**src/rtl/irq_eb_pkg.sv**
```systemverilog
package irq_eb_pkg;
  localparam int WORD_BITS = 32;
  localparam int SGI_NUM   = 16;

  typedef enum logic [2:0] {
    ACC_NONE,
    ACC_SET_EN,
    ACC_CLR_EN,
    ACC_SET_PD,
    ACC_CLR_PD
  } acc_kind_e;
endpackage

```
**src/rtl/irq_eb_decode.sv**
```systemverilog
module irq_eb_decode
  import irq_eb_pkg::*;
#(
  parameter int ADDR_W = 12,
  parameter int NWORDS = 2
) (
  input  logic [ADDR_W-1:0] addr_i,
  output acc_kind_e         kind_o,
  output logic [4:0]        word_o,
  output logic              hit_o
);
  logic in_page;

  always_comb begin
    in_page = ((addr_i >> 10) == '0);
    word_o  = addr_i[6:2];
    kind_o  = ACC_NONE;
    if (in_page) begin
      case (addr_i[9:7])
        3'd2:    kind_o = ACC_SET_EN;
        3'd3:    kind_o = ACC_CLR_EN;
        3'd4:    kind_o = ACC_SET_PD;
        3'd5:    kind_o = ACC_CLR_PD;
        default: kind_o = ACC_NONE;
      endcase
    end
    hit_o = (kind_o != ACC_NONE) && (int'(word_o) < NWORDS);
  end
endmodule

```
**src/rtl/irq_eb_mask.sv**
```systemverilog
module irq_eb_mask
  import irq_eb_pkg::*;
#(
  parameter int NWORDS   = 2,
  parameter int LOCK_SPI = 8,
  localparam int N_IRQ   = NWORDS * WORD_BITS
) (
  input  logic [4:0]           word_i,
  input  logic                 sec_i,
  input  logic                 lock_i,
  input  logic [N_IRQ-1:0]     group_i,
  input  logic [N_IRQ-1:0]     impl_i,
  output logic [WORD_BITS-1:0] rd_mask_o,
  output logic [WORD_BITS-1:0] wm_en_o,
  output logic [WORD_BITS-1:0] wm_spd_o,
  output logic [WORD_BITS-1:0] wm_cpd_o
);
  logic [4:0]           widx;
  logic [WORD_BITS-1:0] grp_w, impl_w, lockable, locked, sgi;

  always_comb begin
    widx   = (int'(word_i) < NWORDS) ? word_i : 5'd0;
    grp_w  = group_i[widx*WORD_BITS +: WORD_BITS];
    impl_w = impl_i[widx*WORD_BITS +: WORD_BITS];
    for (int b = 0; b < WORD_BITS; b++) begin
      lockable[b] = (int'(widx) * WORD_BITS + b >= WORD_BITS) &&
                    (int'(widx) * WORD_BITS + b <  WORD_BITS + LOCK_SPI);
    end
    sgi       = (widx == 5'd0) ? WORD_BITS'((64'd1 << SGI_NUM) - 64'd1) : '0;
    rd_mask_o = impl_w & (sec_i ? '1 : grp_w);
    locked    = lock_i ? (lockable & ~grp_w) : '0;
    wm_en_o   = rd_mask_o & ~locked;
    wm_spd_o  = wm_en_o & ~sgi;
    wm_cpd_o  = rd_mask_o & ~sgi;
  end
endmodule

```
**src/rtl/irq_enable_pend_bank.sv**
```systemverilog
module irq_enable_pend_bank
  import irq_eb_pkg::*;
#(
  parameter int  LINES_NUM = 1,
  parameter int  NUM_CPU   = 2,
  parameter int  LOCK_SPI  = 8,
  parameter int  ADDR_W    = 12,
  localparam int NWORDS    = LINES_NUM + 1,
  localparam int N_IRQ     = NWORDS * WORD_BITS,
  localparam int N_SPI     = LINES_NUM * WORD_BITS,
  localparam int N_BANK    = NUM_CPU * WORD_BITS,
  localparam int CPU_W     = (NUM_CPU > 1) ? $clog2(NUM_CPU) : 1
) (
  input  logic                 clk,
  input  logic                 rst_n,
  input  logic [ADDR_W-1:0]    addr_i,
  input  logic [WORD_BITS-1:0] wdata_i,
  input  logic                 wr_i,
  input  logic                 rd_i,
  input  logic                 sec_i,
  input  logic [CPU_W-1:0]     cpu_i,
  input  logic                 lock_i,
  input  logic [N_IRQ-1:0]     group_i,
  input  logic [N_IRQ-1:0]     impl_i,
  input  logic [N_BANK-1:0]    bank_irq_i,
  input  logic [N_SPI-1:0]     spi_irq_i,
  output logic [WORD_BITS-1:0] rdata_o,
  output logic [N_BANK-1:0]    bank_en_o,
  output logic [N_BANK-1:0]    bank_pend_o,
  output logic [N_BANK-1:0]    bank_fwd_o,
  output logic [N_SPI-1:0]     spi_en_o,
  output logic [N_SPI-1:0]     spi_pend_o,
  output logic [N_SPI-1:0]     spi_fwd_o
);
  acc_kind_e            kind;
  logic [4:0]           word;
  logic                 hit, wr_act;
  logic [WORD_BITS-1:0] rd_mask, wm_en, wm_spd, wm_cpd;
  logic [WORD_BITS-1:0] set_en_v, clr_en_v, set_pd_v, clr_pd_v;
  logic [WORD_BITS-1:0] cur_en, cur_pd, rdata_d, rdata_q;

  irq_eb_decode #(.ADDR_W(ADDR_W), .NWORDS(NWORDS)) u_dec (
    .addr_i (addr_i),
    .kind_o (kind),
    .word_o (word),
    .hit_o  (hit)
  );

  irq_eb_mask #(.NWORDS(NWORDS), .LOCK_SPI(LOCK_SPI)) u_mask (
    .word_i    (word),
    .sec_i     (sec_i),
    .lock_i    (lock_i),
    .group_i   (group_i),
    .impl_i    (impl_i),
    .rd_mask_o (rd_mask),
    .wm_en_o   (wm_en),
    .wm_spd_o  (wm_spd),
    .wm_cpd_o  (wm_cpd)
  );

  // Per-word write vectors, already filtered by the access masks
  always_comb begin
    wr_act   = wr_i & hit;
    set_en_v = (wr_act && kind == ACC_SET_EN) ? (wdata_i & wm_en)  : '0;
    clr_en_v = (wr_act && kind == ACC_CLR_EN) ? (wdata_i & wm_en)  : '0;
    set_pd_v = (wr_act && kind == ACC_SET_PD) ? (wdata_i & wm_spd) : '0;
    clr_pd_v = (wr_act && kind == ACC_CLR_PD) ? (wdata_i & wm_cpd) : '0;
  end

  // Banked word 0, one copy per processor
  for (genvar c = 0; c < NUM_CPU; c++) begin : g_bank
    logic                 sel, en_ce, pd_ce;
    logic [WORD_BITS-1:0] en_q, en_d, pd_q, pd_d, irq_w;

    always_comb begin
      irq_w = bank_irq_i[c*WORD_BITS +: WORD_BITS];
      sel   = (word == 5'd0) && (cpu_i == CPU_W'(c));
      en_ce = sel & wr_act;
      pd_ce = en_ce | (|irq_w);
      en_d  = sel ? ((en_q | set_en_v) & ~clr_en_v) : en_q;
      pd_d  = (sel ? ((pd_q & ~clr_pd_v) | set_pd_v) : pd_q) | irq_w;
    end

    always_ff @(posedge clk or negedge rst_n) begin
      if (!rst_n) begin
        en_q <= '0;
        pd_q <= '0;
      end else begin
        if (en_ce) en_q <= en_d;
        if (pd_ce) pd_q <= pd_d;
      end
    end

    assign bank_en_o[c*WORD_BITS +: WORD_BITS]   = en_q;
    assign bank_pend_o[c*WORD_BITS +: WORD_BITS] = pd_q;
  end

  // Shared words 1..LINES_NUM
  for (genvar w = 1; w <= LINES_NUM; w++) begin : g_spi
    logic                 sel, en_ce, pd_ce;
    logic [WORD_BITS-1:0] en_q, en_d, pd_q, pd_d, irq_w;

    always_comb begin
      irq_w = spi_irq_i[(w-1)*WORD_BITS +: WORD_BITS];
      sel   = (word == 5'(w));
      en_ce = sel & wr_act;
      pd_ce = en_ce | (|irq_w);
      en_d  = sel ? ((en_q | set_en_v) & ~clr_en_v) : en_q;
      pd_d  = (sel ? ((pd_q & ~clr_pd_v) | set_pd_v) : pd_q) | irq_w;
    end

    always_ff @(posedge clk or negedge rst_n) begin
      if (!rst_n) begin
        en_q <= '0;
        pd_q <= '0;
      end else begin
        if (en_ce) en_q <= en_d;
        if (pd_ce) pd_q <= pd_d;
      end
    end

    assign spi_en_o[(w-1)*WORD_BITS +: WORD_BITS]   = en_q;
    assign spi_pend_o[(w-1)*WORD_BITS +: WORD_BITS] = pd_q;
  end

  assign bank_fwd_o = bank_en_o & bank_pend_o;
  assign spi_fwd_o  = spi_en_o & spi_pend_o;

  // Read path
  always_comb begin
    cur_en = '0;
    cur_pd = '0;
    for (int c = 0; c < NUM_CPU; c++) begin
      if (word == 5'd0 && cpu_i == CPU_W'(c)) begin
        cur_en = bank_en_o[c*WORD_BITS +: WORD_BITS];
        cur_pd = bank_pend_o[c*WORD_BITS +: WORD_BITS];
      end
    end
    for (int w = 1; w <= LINES_NUM; w++) begin
      if (word == 5'(w)) begin
        cur_en = spi_en_o[(w-1)*WORD_BITS +: WORD_BITS];
        cur_pd = spi_pend_o[(w-1)*WORD_BITS +: WORD_BITS];
      end
    end
    if (!hit)
      rdata_d = '0;
    else if (kind == ACC_SET_EN || kind == ACC_CLR_EN)
      rdata_d = cur_en & rd_mask;
    else
      rdata_d = cur_pd & rd_mask;
  end

  always_ff @(posedge clk or negedge rst_n) begin
    if (!rst_n)    rdata_q <= '0;
    else if (rd_i) rdata_q <= rdata_d;
  end

  assign rdata_o = rdata_q;
endmodule

```
**config.mk**
```make
export PLATFORM = sky130hd
export DESIGN_NAME = irq_enable_pend_bank
export DESIGN_NICKNAME = d
export VERILOG_FILES = /design/src/rtl/irq_eb_pkg.sv /design/src/rtl/irq_eb_decode.sv /design/src/rtl/irq_eb_mask.sv /design/src/rtl/irq_enable_pend_bank.sv
export SDC_FILE = /design/constraint.sdc
export NUM_CORES = 1
export LEC_CHECK = 0
export CAP_MARGIN = 30
export CORE_AREA = 2 2 229 231
export CTS_CLUSTER_SIZE = 40
export DETAILED_ROUTE_END_ITERATION = 8
export DIE_AREA = 0 0 231 233
export GPL_TIMING_DRIVEN = 0
export MAX_ROUTING_LAYER = met4
export PLACE_DENSITY_LB_ADDON = 0.05
export SETUP_SLACK_MARGIN = 0.1
export SYNTH_ARGS = -nofsm -noshare
export SYNTH_HDL_FRONTEND = slang
export SYNTH_SLANG_ARGS = --single-unit
```
**constraint.sdc**
```tcl
create_clock -name clk -period 1.5 [get_ports clk]
set_input_delay 0.3 -clock clk [delete_from_list [all_inputs] [get_ports clk]]
set_output_delay 0.3 -clock clk [all_outputs]
set_load 0.02 [all_outputs]
```
## Yosys cells after proc, flatten, opt, wreduce, memory -nomap -nowiden

Index checks and enable logic that the tools add are counted.

| cells by class | value |
|---|---|
| eq/ne operators | 9 |
| multiply operators | 0 |
| reductions and logical operators | 50 |
| bitwise gates (word level) | 40 |
| add/sub/neg operators | 31 |
| magnitude comparators | 65 |
| shift operators | 2 |
| multiplexer cells | 21 |
| div/mod/pow operators | 0 |

Operators by type and width:

| operator | number |
|---|---|
| less-than comparator 32 x 7 -> 1 bit (second input constant) | 31 |
| greater-or-equal comparator 32 x 7 -> 1 bit (second input constant) | 25 |
| AND 32 bit | 17 |
| 2-to-1 mux 32 bit | 17 |
| bitwise OR 32 bit | 9 |
| adder 10 x 5 -> 11 bit (second input constant) | 16 |
| NOT 32 bit | 5 |
| indexed part select 64 x 11 -> 32 bit | 2 |
| OR reduction 32 bit | 3 |
| adder 10 x 4 -> 11 bit (second input constant) | 8 |
| greater-or-equal comparator 11 x 6 -> 1 bit (second input constant) | 6 |
| AND 64 bit | 1 |
| adder 10 x 3 -> 11 bit (second input constant) | 4 |
| logical AND 1 bit | 39 |
| adder 10 x 2 -> 11 bit (second input constant) | 2 |
| 2-to-1 mux 16 bit | 1 |
| == test 3 x 2 -> 1 bit (second input constant) | 4 |
| logical NOT 12 bit | 1 |
| one-hot mux 3 bit (4 select lines) | 1 |
| adder 10 x 1 -> 11 bit (second input constant) | 1 |
| greater-or-equal comparator 10 x 6 -> 1 bit (second input constant) | 1 |
| logical NOT 5 bit | 2 |
| less-than comparator 10 x 6 -> 1 bit (second input constant) | 1 |
| == test 3 bit (second input constant) | 3 |
| 11 further kinds | 18 |

| word-level totals | value |
|---|---|
| latch bits | 0 |
| bits in registers | 224 |
| memories | 0 |
| output and inout port bits | 320 |
| logic and storage cells | 225 |
| ROM bits | 0 |
| input port bits | 275 |
| RAM bits | 0 |

## Logic depth before layout (Yosys ltp)

| depth | value |
|---|---|
| word-level depth | 15 |
| depth in mapped cells | 11 |
| depth with buffers taken out | 9 |

## By module

A second synthesis with hierarchy kept.

| second synthesis, totals | value |
|---|---|
| cells, all modules | 1560 |
| area, all modules | 13862.0 um2 |

By module, submodules not included:

| module | area each (um2) | cells an instance | seq. area each (um2) | times used |
|---|---|---|---|---|
| irq_enable_pend_bank | 11715.0 | 1204 | 5605.4 | 1 |
| irq_eb_mask | 2035.7 | 342 | 0.0 | 1 |
| irq_eb_decode | 111.4 | 14 | 0.0 | 1 |

## Worst setup path after synthesis

OpenSTA, ideal clock, no wires.

| path | value |
|---|---|
| kind | input port to flip-flop |
| start point | input addr_i[6] |
| end point | register g_spi[1].pd_q[6], in the netlist spi_pend_o[6] |
| stages | 11 |
| library setup time | 0.124 ns |
| buffers on the path | 3 |
| arrival | 2.443 ns |
| data required time | 1.376 ns |
| setup slack | -1.067 ns |
| path through | nor4_4 -> nand2_2 -> buf_4 -> buf_2 -> buf_2 -> ha_1 -> nor3b_1 -> o21ai_0 -> o21ai_1 -> nor2_1 -> a211o_1 |

| on the way | value |
|---|---|
| longest elaborated chain between the ends | 15 |
| elaborated cells between the ends (all ways) | 36 |
| classes of those cells | 1 x add/sub; 3 x order compare; 1 x eq/ne; 2 x shift; 7 x mux; 17 x bitwise; 5 x reduce/logical |

Ends and longest elaborated chain:

| what | line | text |
|---|---|---|
| start: declaration | irq_enable_pend_bank.sv:16 | `input logic [ADDR_W-1:0] addr_i,` |
| less-than comparator 5 x 2 -> 1 bit | irq_eb_decode.sv:27, irq_eb_mask.sv:22 |  |
| 2-to-1 mux 5 bit | irq_eb_mask.sv:22 | `widx = (int'(word_i) < NWORDS) ? word_i : 5'd0;` |
| adder 10 x 3 -> 11 bit | irq_eb_mask.sv:26, irq_eb_mask.sv:27 |  |
| greater-or-equal comparator 32 x 7 -> 1 bit or less-than comparator 32 x 7 -> 1 bit (tied branches) | irq_eb_mask.sv:26, irq_eb_mask.sv:27 |  |
| logical AND 1 bit | irq_eb_mask.sv:26 | `lockable[b] = (int'(widx) * WORD_BITS + b >= WORD_BITS) &&` |
| AND 32 bit | irq_eb_mask.sv:31 | `locked = lock_i ? (lockable & ~grp_w) : '0;` |
| 2-to-1 mux 32 bit | irq_eb_mask.sv:31 |  |
| NOT 32 bit | irq_eb_mask.sv:32 | `wm_en_o = rd_mask_o & ~locked;` |
| AND 32 bit | irq_eb_mask.sv:32 |  |
| AND 32 bit | irq_eb_mask.sv:33 | `wm_spd_o = wm_en_o & ~sgi;` |
| AND 32 bit | irq_enable_pend_bank.sv:66 | `set_pd_v = (wr_act && kind == ACC_SET_PD) ? (wdata_i & wm_spd) : '0;` |
| 2-to-1 mux 32 bit | irq_enable_pend_bank.sv:66 |  |
| bitwise OR 32 bit | irq_enable_pend_bank.sv:109 | `pd_d = (sel ? ((pd_q & ~clr_pd_v) \| set_pd_v) : pd_q) \| irq_w;` |
| 2-to-1 mux 32 bit | irq_enable_pend_bank.sv:109 |  |
| bitwise OR 32 bit | irq_enable_pend_bank.sv:109 |  |
| end signal: assignment | irq_enable_pend_bank.sv:118 | `if (pd_ce) pd_q <= pd_d;` |
| end: declaration | irq_enable_pend_bank.sv:101 | `logic [WORD_BITS-1:0] en_q, en_d, pd_q, pd_d, irq_w;` |

Parallel ways exist; a longest one is shown, timed or not.
A chain may end at the register's enable or synchronous reset.

## Worst setup path in the final report

| path | value |
|---|---|
| start point | input addr_i[5] |
| end point | register g_bank[0].pd_q[23] |

| on the way | value |
|---|---|
| longest elaborated chain between the ends | 15 |
| elaborated cells between the ends (all ways) | 34 |
| classes of those cells | 1 x add/sub; 3 x order compare; 2 x shift; 6 x mux; 16 x bitwise; 6 x reduce/logical |

Ends and longest elaborated chain:

| what | line | text |
|---|---|---|
| less-than comparator 5 x 2 -> 1 bit | irq_eb_decode.sv:27, irq_eb_mask.sv:22 |  |
| 2-to-1 mux 5 bit | irq_eb_mask.sv:22 |  |
| adder 10 x 5 -> 11 bit | irq_eb_mask.sv:26, irq_eb_mask.sv:27 |  |
| greater-or-equal comparator 32 x 7 -> 1 bit or less-than comparator 32 x 7 -> 1 bit (tied branches) | irq_eb_mask.sv:26, irq_eb_mask.sv:27 |  |
| logical AND 1 bit | irq_eb_mask.sv:26 |  |
| AND 32 bit | irq_eb_mask.sv:31 |  |
| 2-to-1 mux 32 bit | irq_eb_mask.sv:31 |  |
| NOT 32 bit | irq_eb_mask.sv:32 |  |
| AND 32 bit | irq_eb_mask.sv:32 |  |
| AND 32 bit | irq_eb_mask.sv:33 |  |
| AND 32 bit | irq_enable_pend_bank.sv:66 |  |
| 2-to-1 mux 32 bit | irq_enable_pend_bank.sv:66 |  |
| bitwise OR 32 bit | irq_enable_pend_bank.sv:81 | `pd_d = (sel ? ((pd_q & ~clr_pd_v) \| set_pd_v) : pd_q) \| irq_w;` |
| 2-to-1 mux 32 bit | irq_enable_pend_bank.sv:81 |  |
| bitwise OR 32 bit | irq_enable_pend_bank.sv:81 |  |
| end signal: assignment | irq_enable_pend_bank.sv:90 | `if (pd_ce) pd_q <= pd_d;` |
| end: declaration | irq_enable_pend_bank.sv:73 | `logic [WORD_BITS-1:0] en_q, en_d, pd_q, pd_d, irq_w;` |

Parallel ways exist; a longest one is shown, timed or not.

==> flow_summary.json <==
{
  "status": "finished with violations",
  "violations": "setup timing",
  "antenna_left": 0,
  "crit_path_max_fanout": 5,
  "worstPathCellList": "buf_8, or4_4, or3_4, nor2_4, buf_12, buf_12, nand2_1, a221o_1",
  "io_pins": 595,
  "clk_latency_ns": 0.56,
  "syn2layout_area_growth_pct": 120,
  "cp_data_required_time_ns": 1.94,
  "slowest_stage": "or4_4",
  "antenna_found_initial": 8,
  "cts.sinks": 224,
  "synth_flop_cell": "dfrtp_1",
  "power_leakage_nw": 11.4,
  "cts_root_buffer": "clkbuf_16",
  "finalHoldViolations": 0,
  "ff_latch_area_um2": 5740,
  "rsz0062_at_grt": "yes",
  "finalCritPeriodShare": 1.24,
  "slowest_delay_ns": 0.61,
  "core-area_um2": 51100,
  "nets": 2576,
  "mostFrequentLayoutCells": "394 x buf_6, 284 x buf_4, 257 x clkdlybuf4s50_1, 114 x dfrtp_1, 110 x dfrtp_2",
  "syn_area_per_cell_um2": 9.87,
  "cap_violations": 0,
  "chipHeight_um": 233,
  "powerDensity_nw_per_um2": 589,
  "h-tree-depth": 1,
  "fmax_ghz": 0.537,
  "slew_viol_final": 0,
  "postSynthCellCount": 1273,
  "fin_crit_ns": 1.86,
  "critPathKind": "in -> reg",
  "clk_path_buf_depth": 3,
  "die_area_um2": 53800,
  "synth-async-reset-ratio": 1.00,
  "synth_edf_count": 0,
  "ys_seq_area_frac": 0.446,
  "n_fill_cell": 4633,
  "drt_wl_total_um": 84300,
  "stdcell_area_um2": 27700,
  "cp-start-kind": "input port",
  "yosysWarnings": 0,
  "final_common_cell": "buf_6",
  "vias_per_cell": 5.17,
  "cp_common_cell": "buf_12",
  "wl_per_cell_um": 28.0,
  "dpl_cell_area_um2": 20200,
  "via_count": 15600,
  "std_cell_rows": 83,
  "grt_first_pass_wirelength_um": 107000,
  "gr-total-overflow": 0,
  "drtIter0Drc": 1118,
  "skew_ns": 0.0123,
  "arrival_ns": 2.30,
  "first_global_vias": 14300,
  "initial_core_util": 0.246,
  "place_congestion": 0.836,
  "relSlewSlack": 0.518,
  "layout-drive-gt1-share": 0.632,
  "place.port_buffers": 592,
  "synth_nets": 1549,
  "hp-class": "in -> async",
  "grt.total_usage": 0.288,
  "first_pass_iters": 7,
  "worstMarginPinSlew_ns": 0.723,
  "drcViolationCount": 0,
  "tritoncts.num_buffers": 29,
  "hpwl_um": 57400,
  "fp.dieW_um": 231,
  "yosys_register_bits": 224,
  "utilization": 0.541,
  "clk_pin_slew_ns": 0.06,
  "synth_area_um2": 12600,
  "worst_slack_ns": -0.362,
  "setup_viol": 336,
  "cts_tree": "yes",
  "critPathCaptureType": "register",
  "grt_max_degree": 113,
  "max-vdd-ir-drop_v": 0.000666,
  "multi_input_area_um2": 8220,
  "ys_types": 64
}
-- cell usage after synthesis (3+ instances only) --
cell type | n | share of area
or3_1 | 7 | 0.0035
nor2_2 | 5 | 0.0025
a41oi_1 | 10 | 0.0070
buf_6 | 10 | 0.0090
o221ai_1 | 6 | 0.0042
and2_1 | 99 | 0.049
nand3b_1 | 6 | 0.0036
inv_1 | 26 | 0.0078
a221o_1 | 57 | 0.045
o21ai_1 | 4 | 0.0016
a211oi_1 | 19 | 0.011
nor3_2 | 3 | 0.0024
a21boi_0 | 3 | 0.0018
a31oi_1 | 45 | 0.022
o2bb2ai_1 | 10 | 0.0070
nor3_1 | 18 | 0.0072
mux2_2 | 14 | 0.013
buf_1 | 6 | 0.0018
a211oi_2 | 22 | 0.022
o21a_1 | 6 | 0.0036
nor2b_1 | 8 | 0.0040
mux4_2 | 20 | 0.036
nand2_1 | 107 | 0.032
a2bb2oi_1 | 10 | 0.0070
dfrtp_1 | 224 | 0.45
a32o_1 | 15 | 0.012
nor2_1 | 37 | 0.011
clkbuf_1 | 24 | 0.0072
a211o_1 | 8 | 0.0056
o211ai_1 | 13 | 0.0078
o22ai_1 | 6 | 0.0030
a221oi_1 | 6 | 0.0042
and3_1 | 10 | 0.0050
nor4_1 | 4 | 0.0020
a21oi_1 | 165 | 0.066
mux2i_1 | 10 | 0.0080
o21ai_0 | 35 | 0.014
a22oi_1 | 16 | 0.0096
nand3_1 | 16 | 0.0064
buf_4 | 8 | 0.0048
buf_2 | 48 | 0.019
or2_2 | 78 | 0.039
-- power by group --
part	leakage [nW]	switching, W	total, W	internal (W)
Combinational	8.36	0.00134	0.00279	0.00145
Clock	0.492	0.00296	0.00743	0.00447
Sequential	2.50	0.0000218	0.00608	0.00606
Total	11.4	0.00432	0.0163	0.0120
-- worst max-delay path: cells and delay by family --
kind,cells,cell delay [ns]
AO/OA/AOI/OAI,1,0.31
buffers and inverters,3,0.37
AND/OR/NAND/NOR,4,1.29
-- flip-flops by register name, summed over array words and instances, names as in the netlist --
signal and flops:
g_bank.en_q 64, g_bank.pd_q 64, spi_en_o 32, spi_pend_o 32, rdata_o 32
-- worst paths after layout --
path,start,endpoint,slack [ns],cells after the start
worst max register to register,g_bank[1].pd_q[9],rdata_o[9],-0.13,4
max in group asynchronous,rst_n,g_bank[0].pd_q[15],0.35,3
worst max-delay path,addr_i[5],g_bank[0].pd_q[23],-0.36,8
worst min register to register,rdata_o[22],rdata_o[22],0.51,1
min in group clk,rd_i,rdata_o[3],0.29,2
worst min-delay path,rst_n,g_bank[1].pd_q[31],0.20,2
-- kinds of logic after synthesis --
logic type                 after synthesis  synth area share
AOI/OAI and AO/OA                      462             0.260
and+or+nand+nor                        419             0.186
DFF                                    224             0.446
buffers and inverters                  123            0.0499
muxes                                   44            0.0564
adders and majority gates                1          0.000996
-- metrics by stage --
stage / setup TNS, ns / setup WS, ns / std cells / hold WS [ns] / total power [W]
global route: -63.34 / -0.382 / 3009 / 0.200 / 0.0168
CTS: -87.97 / -0.331 / 2702 / 0.180 / 0.0159
finish: -53.34 / -0.362 / 3010 / 0.195 / 0.0163
floorplan: -72.65 / -0.813 / 1273 / 0.00441 / 0.00692
global placement: -2696.97 / -10.50 / 2545 / 0.472 / 0.00823
detailed placement: -354.35 / -2.57 / 2551 / 0.172 / 0.00827
-- final cells by class --
cell class                      instances  area share
Timing Repair Buffer                  996       0.376
Multi-Input combinational cell        926       0.297
Sequential cell                       224       0.208
Buffer                                 96      0.0484
Tap cell                              680      0.0308
Clock buffer                           40      0.0295
Clock inverter                         13     0.00611
Inverter                               27     0.00385
Antenna cell                            8    0.000724
-- metal layers --
metal  track usage  vias up  share of wire
met3        0.0392       99          0.061
met2         0.491      656           0.50
met1         0.368     7979           0.42
met4        0.0528        0          0.018
li1              -     6826              -
met5             -        -              0
-- repair_timing --
item | 4_1_cts | 5_1_grt
pin swaps | 46 | 177
resized for setup | 759 | 1912
endpoints found under the hold margin | 71 | 0
setup buffers | 89 | 281
hold buffers | 1 | 0
gates cloned | 8 | 22
endpoints found under the setup margin | 512 | 512
No activity file was read; power rests on OpenSTA's default activity.
